**config.mk**
```make
export PLATFORM = sky130hd
export DESIGN_NAME = byte_rmw_adapter
export DESIGN_NICKNAME = d
export VERILOG_FILES = /design/src/rtl/byte_rmw_pkg.sv /design/src/rtl/rmw_addr_split.sv /design/src/rtl/rmw_lane_extract.sv /design/src/rtl/rmw_lane_merge.sv /design/src/rtl/byte_rmw_adapter.sv
export SDC_FILE = /design/constraint.sdc
export NUM_CORES = 1
export LEC_CHECK = 0
export ABC_AREA = 0
export BUFFER_PORTS_ARGS = -buffer_cell sky130_fd_sc_hd__buf_4
export CAP_MARGIN = 20
export CELL_PAD_IN_SITES_DETAIL_PLACEMENT = 1
export CELL_PAD_IN_SITES_GLOBAL_PLACEMENT = 1
export CORE_ASPECT_RATIO = 1.25
export CORE_MARGIN = 2
export CORE_UTILIZATION = 32
export CTS_BUF_LIST = sky130_fd_sc_hd__clkbuf_16
export DETAILED_ROUTE_END_ITERATION = 16
export GPL_ROUTABILITY_DRIVEN = 0
export HOLD_SLACK_MARGIN = 0.05
export PLACE_DENSITY = 0.82
export SLEW_MARGIN = 10
export SYNTH_ARGS = -nofsm -noshare
export SYNTH_HDL_FRONTEND = slang
export SYNTH_SLANG_ARGS = --single-unit
```
**constraint.sdc**
```tcl
create_clock -name clk -period 1.3 [get_ports clk]
set_input_delay 0.195 -clock clk [delete_from_list [all_inputs] [get_ports clk]]
set_output_delay 0.195 -clock clk [all_outputs]
set_load 0.1 [all_outputs]
```
**src/rtl/byte_rmw_pkg.sv**
```systemverilog
package byte_rmw_pkg;
    typedef enum logic [2:0] {
        ST_IDLE  = 3'd0,
        ST_READ  = 3'd1,
        ST_MERGE = 3'd2,
        ST_WRITE = 3'd3,
        ST_DONE  = 3'd4
    } rmw_state_e;
endpackage

```
**src/rtl/rmw_addr_split.sv**
```systemverilog
module rmw_addr_split #(
    parameter int ADDR_W         = 6,
    parameter int BYTES_PER_WORD = 4
) (
    input  logic [ADDR_W-1:0]                        byte_addr,
    output logic [ADDR_W-$clog2(BYTES_PER_WORD)-1:0] word_idx,
    output logic [$clog2(BYTES_PER_WORD)-1:0]        lane
);
    localparam int LANE_W = $clog2(BYTES_PER_WORD);

    // Low bits pick the byte inside the word; the rest index the word.
    assign lane     = byte_addr[LANE_W-1:0];
    assign word_idx = byte_addr[ADDR_W-1:LANE_W];
endmodule

```
**src/rtl/rmw_lane_extract.sv**
```systemverilog
module rmw_lane_extract #(
    parameter int BYTES_PER_WORD = 4
) (
    input  logic [8*BYTES_PER_WORD-1:0]       word_i,
    input  logic [$clog2(BYTES_PER_WORD)-1:0] lane,
    output logic [7:0]                        byte_o
);
    logic [7:0] lanes [BYTES_PER_WORD];

    for (genvar l = 0; l < BYTES_PER_WORD; l++) begin : g_lane
        assign lanes[l] = word_i[8*l +: 8];
    end

    assign byte_o = lanes[lane];
endmodule

```
**src/rtl/rmw_lane_merge.sv**
```systemverilog
module rmw_lane_merge #(
    parameter int BYTES_PER_WORD = 4
) (
    input  logic [8*BYTES_PER_WORD-1:0]       word_i,
    input  logic [$clog2(BYTES_PER_WORD)-1:0] lane,
    input  logic [7:0]                        byte_i,
    output logic [8*BYTES_PER_WORD-1:0]       word_o
);
    // Each lane either keeps the old byte or takes the new one.
    for (genvar l = 0; l < BYTES_PER_WORD; l++) begin : g_lane
        assign word_o[8*l +: 8] = (lane == l) ? byte_i : word_i[8*l +: 8];
    end
endmodule

```
**src/rtl/byte_rmw_adapter.sv**
```systemverilog
module byte_rmw_adapter
    import byte_rmw_pkg::*;
#(
    parameter int ADDR_W         = 6,
    parameter int BYTES_PER_WORD = 4
) (
    input  logic                                      clk,
    input  logic                                      rst_n,
    input  logic                                      req_valid,
    output logic                                      req_ready,
    input  logic                                      req_write,
    input  logic [ADDR_W-1:0]                         req_addr,
    input  logic [7:0]                                req_wdata,
    output logic                                      busy,
    output logic                                      rsp_valid,
    output logic [7:0]                                rsp_data,
    output logic                                      mem_req,
    output logic                                      mem_we,
    output logic [ADDR_W-$clog2(BYTES_PER_WORD)-1:0]  mem_idx,
    output logic [8*BYTES_PER_WORD-1:0]               mem_wdata,
    input  logic [8*BYTES_PER_WORD-1:0]               mem_rdata
);
    localparam int LANE_W = $clog2(BYTES_PER_WORD);
    localparam int IDX_W  = ADDR_W - LANE_W;
    localparam int WORD_W = 8 * BYTES_PER_WORD;

    initial begin
        if (BYTES_PER_WORD != 2 && BYTES_PER_WORD != 4)
            $error("BYTES_PER_WORD must be 2 or 4");
    end

    typedef struct packed {
        rmw_state_e        st;
        logic              wr;
        logic [IDX_W-1:0]  idx;
        logic [LANE_W-1:0] lane;
        logic [7:0]        wbyte;
        logic [WORD_W-1:0] word;
    } regs_t;

    localparam regs_t REGS_RST = '{
        st:    ST_IDLE,
        wr:    1'b0,
        idx:   '0,
        lane:  '0,
        wbyte: '0,
        word:  '0
    };

    regs_t regs_d, regs_q;

    logic [IDX_W-1:0]  req_idx;
    logic [LANE_W-1:0] req_lane;
    logic [7:0]        rd_byte;
    logic [WORD_W-1:0] merged_word;

    rmw_addr_split #(
        .ADDR_W        (ADDR_W),
        .BYTES_PER_WORD(BYTES_PER_WORD)
    ) u_split (
        .byte_addr(req_addr),
        .word_idx (req_idx),
        .lane     (req_lane)
    );

    rmw_lane_extract #(
        .BYTES_PER_WORD(BYTES_PER_WORD)
    ) u_extract (
        .word_i(mem_rdata),
        .lane  (regs_q.lane),
        .byte_o(rd_byte)
    );

    rmw_lane_merge #(
        .BYTES_PER_WORD(BYTES_PER_WORD)
    ) u_merge (
        .word_i(mem_rdata),
        .lane  (regs_q.lane),
        .byte_i(regs_q.wbyte),
        .word_o(merged_word)
    );

    always_comb begin
        regs_d = regs_q;
        unique case (regs_q.st)
            ST_IDLE: begin
                if (req_valid) begin
                    regs_d.st    = ST_READ;
                    regs_d.wr    = req_write;
                    regs_d.idx   = req_idx;
                    regs_d.lane  = req_lane;
                    regs_d.wbyte = req_wdata;
                end
            end
            ST_READ:  regs_d.st = regs_q.wr ? ST_MERGE : ST_DONE;
            ST_MERGE: begin
                regs_d.word = merged_word;
                regs_d.st   = ST_WRITE;
            end
            ST_WRITE: regs_d.st = ST_DONE;
            ST_DONE:  regs_d.st = ST_IDLE;
            default:  regs_d.st = ST_IDLE;
        endcase
    end

    always_ff @(posedge clk) begin
        if (!rst_n) regs_q <= REGS_RST;
        else        regs_q <= regs_d;
    end

    assign req_ready = (regs_q.st == ST_IDLE);
    assign busy      = !req_ready;
    assign mem_req   = (regs_q.st == ST_READ) || (regs_q.st == ST_WRITE);
    assign mem_we    = (regs_q.st == ST_WRITE);
    assign mem_idx   = regs_q.idx;
    assign mem_wdata = regs_q.word;
    assign rsp_valid = (regs_q.st == ST_DONE) && !regs_q.wr;
    assign rsp_data  = rsp_valid ? rd_byte : 8'h00;
endmodule

```
## Word-level counts from Yosys, hierarchy flattened

Index checks and enable logic that the tools add are counted.

| operators by class | value |
|---|---|
| $lt $le $gt $ge | 1 |
| equality and inequality tests | 8 |
| bitwise operators | 1 |
| reductions and logical operators | 7 |
| mux-type cells | 11 |

Operators by type and width:

| operator | number |
|---|---|
| 8-bit two-way mux | 7 |
| 18-bit two-way mux | 1 |
| 8-bit binary-select mux with 2-bit select | 1 |
| 3-bit case mux with 4 select lines | 1 |
| 3-bit by 2-bit == test with 1-bit output, second input constant | 2 |
| 2-bit == test, second input constant | 2 |
| 3-bit by 1-bit == test with 1-bit output, second input constant | 1 |
| 3-bit == test, second input constant | 1 |
| 3-bit greater-or-equal comparator, second input constant | 1 |
| 3-bit zero test | 1 |
| 3-bit two-way mux | 1 |
| 2-bit NOT with 3-bit output | 1 |
| 2-bit by 1-bit == test with 1-bit output, second input constant | 1 |
| 1-bit zero test | 2 |
| 2-bit zero test | 1 |
| 2-bit inequality test, second input constant | 1 |
| 2-bit AND reduction | 1 |
| 1-bit logical AND | 1 |
| 1-bit logical OR | 1 |

| word-level totals | value |
|---|---|
| output and inout port bits | 49 |
| register bits | 50 |
| bits of input ports | 50 |

## Logic depth before layout (Yosys ltp)

| logic depth | value |
|---|---|
| depth after elaboration | 5 |
| mapped depth | 5 |

## By module

A second synthesis with hierarchy kept.

| unflattened totals | value |
|---|---|
| cell total of the unflattened synthesis | 322 |
| area total of the unflattened synthesis | 3,006.6 µm² |

By module, submodules not included:

| module | cells each | area an instance (µm²) | times used | sequential area each (µm²) |
|---|---|---|---|---|
| byte_rmw_adapter | 268 | 2,357.3 | 1 | 1,001.0 |
| rmw_lane_merge | 38 | 407.9 | 1 | 0.0 |
| rmw_lane_extract | 10 | 196.4 | 1 | 0.0 |
| rmw_addr_split | 6 | 45.0 | 1 | 0.0 |

## Least setup slack after synthesis

OpenSTA, ideal clock, no wires.

| timing path | value |
|---|---|
| kind | flip-flop to output port |
| start | reg regs_q[47] |
| end | out busy |
| slack | -2.755 ns |
| arrival | 3.860 ns |
| required time | 1.105 ns |
| stages on the path, launching flop included | 4 |
| cells stage by stage | dfxtp_1 clkbuf_1 nor3_1 inv_1 |

| on the way | value |
|---|---|
| word-level cells in the longest chain between the ends | 2 |

RTL lines:

| element | RTL line | RTL |
|---|---|---|
| start, declared | byte_rmw_adapter.sv:50 | `regs_t regs_d, regs_q;` |
| start signal, assigned | byte_rmw_adapter.sv:108 | `else regs_q <= regs_d;` |
| 3-bit zero test | byte_rmw_adapter.sv:111 | `assign req_ready = (regs_q.st == ST_IDLE);` |
| via req_ready | byte_rmw_adapter.sv:10 | `output logic req_ready,` |
| 1-bit zero test | byte_rmw_adapter.sv:112 | `assign busy = !req_ready;` |
| end, declared | byte_rmw_adapter.sv:14 | `output logic busy,` |

The timed path passes the listed nets, and every way through them passes these cells.

## Final worst setup path

| timing path | value |
|---|---|
| start | reg regs_q[46] |
| end | out rsp_data[5] |

| on the way | value |
|---|---|
| word-level cells in the longest chain between the ends | 3 |

RTL lines:

| element | RTL line | RTL |
|---|---|---|
| 1-bit zero test | byte_rmw_adapter.sv:117 | `assign rsp_valid = (regs_q.st == ST_DONE) && !regs_q.wr;` |
| 1-bit logical AND | byte_rmw_adapter.sv:117 |  |
| 8-bit two-way mux | byte_rmw_adapter.sv:118 | `assign rsp_data = rsp_valid ? rd_byte : 8'h00;` |
| end, declared | byte_rmw_adapter.sv:16 | `output logic [7:0] rsp_data,` |

Every way passes these cells.

==> results.md <==
- Status: finished with violations
- Failing checks: negative setup slack
- Core ar.: just under 8000 um^2
- Worst Path Arrival: roughly 1700 ps
- Root Buffer: clkbuf_16
- Detailed Routing Iterations Pass 1: 4
- Clk pwr share: 33.1%
- EDFF count, synth: 0
- CTS clk-pin slew, worst paths: ~70 ps
- Number of global-route vias before repair: around 2800
- Sw frac: 32.2%
- DR vias/cell: 5.26
- Max-Slew Margin vs Limit: 44.7%
- CTS sink count: 50
- Port Buffers: just under 100
- H-tree depth: 2
- Fmax: between 500 and 600 MHz
- Die width: around 84 um
- Cell Rows: 36
- Most common cell in the netlist: dfxtp_1
- Fin. max-slew vios: 0
- Crit path max fanout: 9
- First-pass GRT wire length: between 15000 and 20000 um
- Fin crit share: 145%
- Antenna Nets Post-Route: 0
- Slew @ Worst Pin: 829 ps
- Hold Slack: 137 ps
- Max Cap Viol: 0
- Pin count of the biggest net entering global routing: 66
- Async set-reset flop share out of synthesis: 0%
- Residual DRC count: 0
- VDD IR-drop max: 0.657 mV
- Post-Synthesis Cells: between 200 and 300
- Worst setup margin: -580 ps
- Die ar.: a little under 9000 um^2
- Vias post-DR: approximately 2500
- Crit Path Class: reg -> out
- Post-Route Utilization: about 58%
- CP Capture Type: output pin
- HPWL after detailed placement: between 6000 and 7000 um
- Drt wl/cell: 22.6 um
- Largest area contributor in the netlist: dfxtp_1
- Internal power: ~0.0031 W
- Combinational share of power: roughly 31%
- Worst R2R Path Depth: 6
- Sequential share of power: 36.0%
- Period minus WS final: between 1500 and 2000 ps
- Top cell type's share of synthesized area: 38.8%
- Die height: 104 um
- Synth Cell Area: approximately 2600 um^2
- Global Route Usage Sum: between 20% and 30%
- Grt ovf: 0
- Skew-Pair Late Insertion Delay: a little under 300 ps
- Synth Register Bits: 50
- DRT iter0 DRCs: 80
- Lkg Pwr: ~2 nW
- Seq/Total Area, Yosys: about two fifths
- Psw: 0.00148 W
- Syn_nets: 333
- CTS Buf Count: 5
- Post-synth top cells: dfxtp_1, o21ai_0, buf_4
- Final setup viols: 60
- Unrepaired setup endpoints after global routing: yes
- Initial Util: about a third
- PD cells: between 1000 and 1500 nW/um^2
- Nets: ~440
- Hold Path Stages: 3
- Yosys cell types: 24
- Placed insts: approximately 450
- IO Count: 99
- Layout area overhead: 75.3%
- Worst EP required: roughly 1100 ps
- Avg Inst Size Synth: about 9.1 um^2
- Hold Vio Cnt, Final: 0
- Share of layout cells above drive strength 1: roughly two thirds
- Startpoint Class: register
- Clk buf depth: 2
- Yosys warning total: 0
- Final setup skew: about 7.2 ps
- CTS tree: built
- Worst min path class: in -> reg
- DRT Wirelength: about 11000 um
- Fin cells: 481
- Dominant cells by area after synthesis: dfxtp_1, mux2i_1, buf_4
- Synth Flop Type: dfxtp_1
- Total Neg Setup Slack: -13250 ps
- Antenna Diode Count: 0
- Initial antenna violation count: 0
==> cell usage in the layout (no fill, tap or decap), types with 2 or more instances in the layout <==
cell / instances
mux2i_1: 31
mux2i_2: 2
nor2b_4: 9
dfxtp_1: 46
o21ai_2: 14
o21ai_1: 19
buf_6: 6
nand3_4: 5
dfxtp_2: 3
mux4_2: 8
buf_4: 117
clkinvlp_4: 2
a21oi_2: 28
nand3_2: 10
buf_12: 22
a21oi_4: 3
clkbuf_16: 7
o21ai_0: 15
buf_16: 5
nand2_1: 16
==> through the flow <==
stage / total power (W) / setup WS (ps) / instance area, um^2
after floorplan: 0.00241 / -790 / 2680
after global placement: 0.00277 / -353 / 3530
after detailed placement: 0.00280 / -378 / 3530
after CTS: 0.00447 / -568 / 4170
after global routing: 0.00472 / -609 / 4520
final: 0.00459 / -580 / 4520
==> layout make-up <==
cell class / count / area, um^2
Clock buffer: 5 / 125
Clock inverter: 3 / 43.8
Fill cell: 812 / 3270
Inverter: 2 / 11.3
Multi-Input combinational cell: 173 / 1620
Sequential cell: 50 / 1010
Tap cell: 95 / 119
Timing Repair Buffer: 153 / 1590
==> worst max-delay path, stage by stage (launching register included) <==
cell	delay, ps
dfxtp_1	320
or4b_4	550
buf_12	180
nor2b_4	150
buf_12	180
==> power by group through the flow <==
stage | registers, W | logic, W | clock network [W]
global route | 0.00166 | 0.00147 | 0.00159
CTS | 0.00165 | 0.00129 | 0.00153
detailed placement | 0.00168 | 0.00112 | 0
finish | 0.00165 | 0.00142 | 0.00152
global placement | 0.00167 | 0.00110 | 0
floorplan | 0.00166 | 0.000746 | 0
==> logic make-up (layout without fill, tap and decap cells) <==
group | count (synthesis) | after routing | share of synthesized area, %
flip-flops | 50 | 50 | 38.8
multiplexers | 41 | 41 | 19.8
AND/OR/NAND/NOR | 52 | 52 | 11.4
buffers and inverters | 60 | 163 | 14.5
AO/OA/AOI/OAI | 80 | 80 | 15.5
==> state kept, by name, summed over array words and instances (netlist names) <==
signal,cells
regs_q,14
mem_idx,4
mem_wdata,32
==> repair_timing <==
item                       4_1_cts  5_1_grt
gates resized for setup         85       80
buffers inserted                 8        5
hold buffers                     0        0
gates cloned                     6        2
setup endpoints to repair       60       60
pin swaps                        4       18
==> per-layer routing <==
metal | routed length (um) | GRT usage (%)
met1 | 3900 | 24.2
met2 | 6150 | 43.8
met3 | 500 | 3.97
met4 | 338 | 7.49
met5 | 0 | 0
==> path summary, 6_finish.rpt <==
| kind | startpoint | end | slack [ps] |
|---|---|---|---|
| min | req_wdata[2] | regs_q[34] | 140 |
| max reg2reg | regs_q[40] | mem_wdata[18] | -200 |
| max | regs_q[46] | rsp_data[5] | -580 |
| min reg2reg | mem_idx[1] | mem_idx[1] | 450 |
Power figures use the tool's default switching activity.
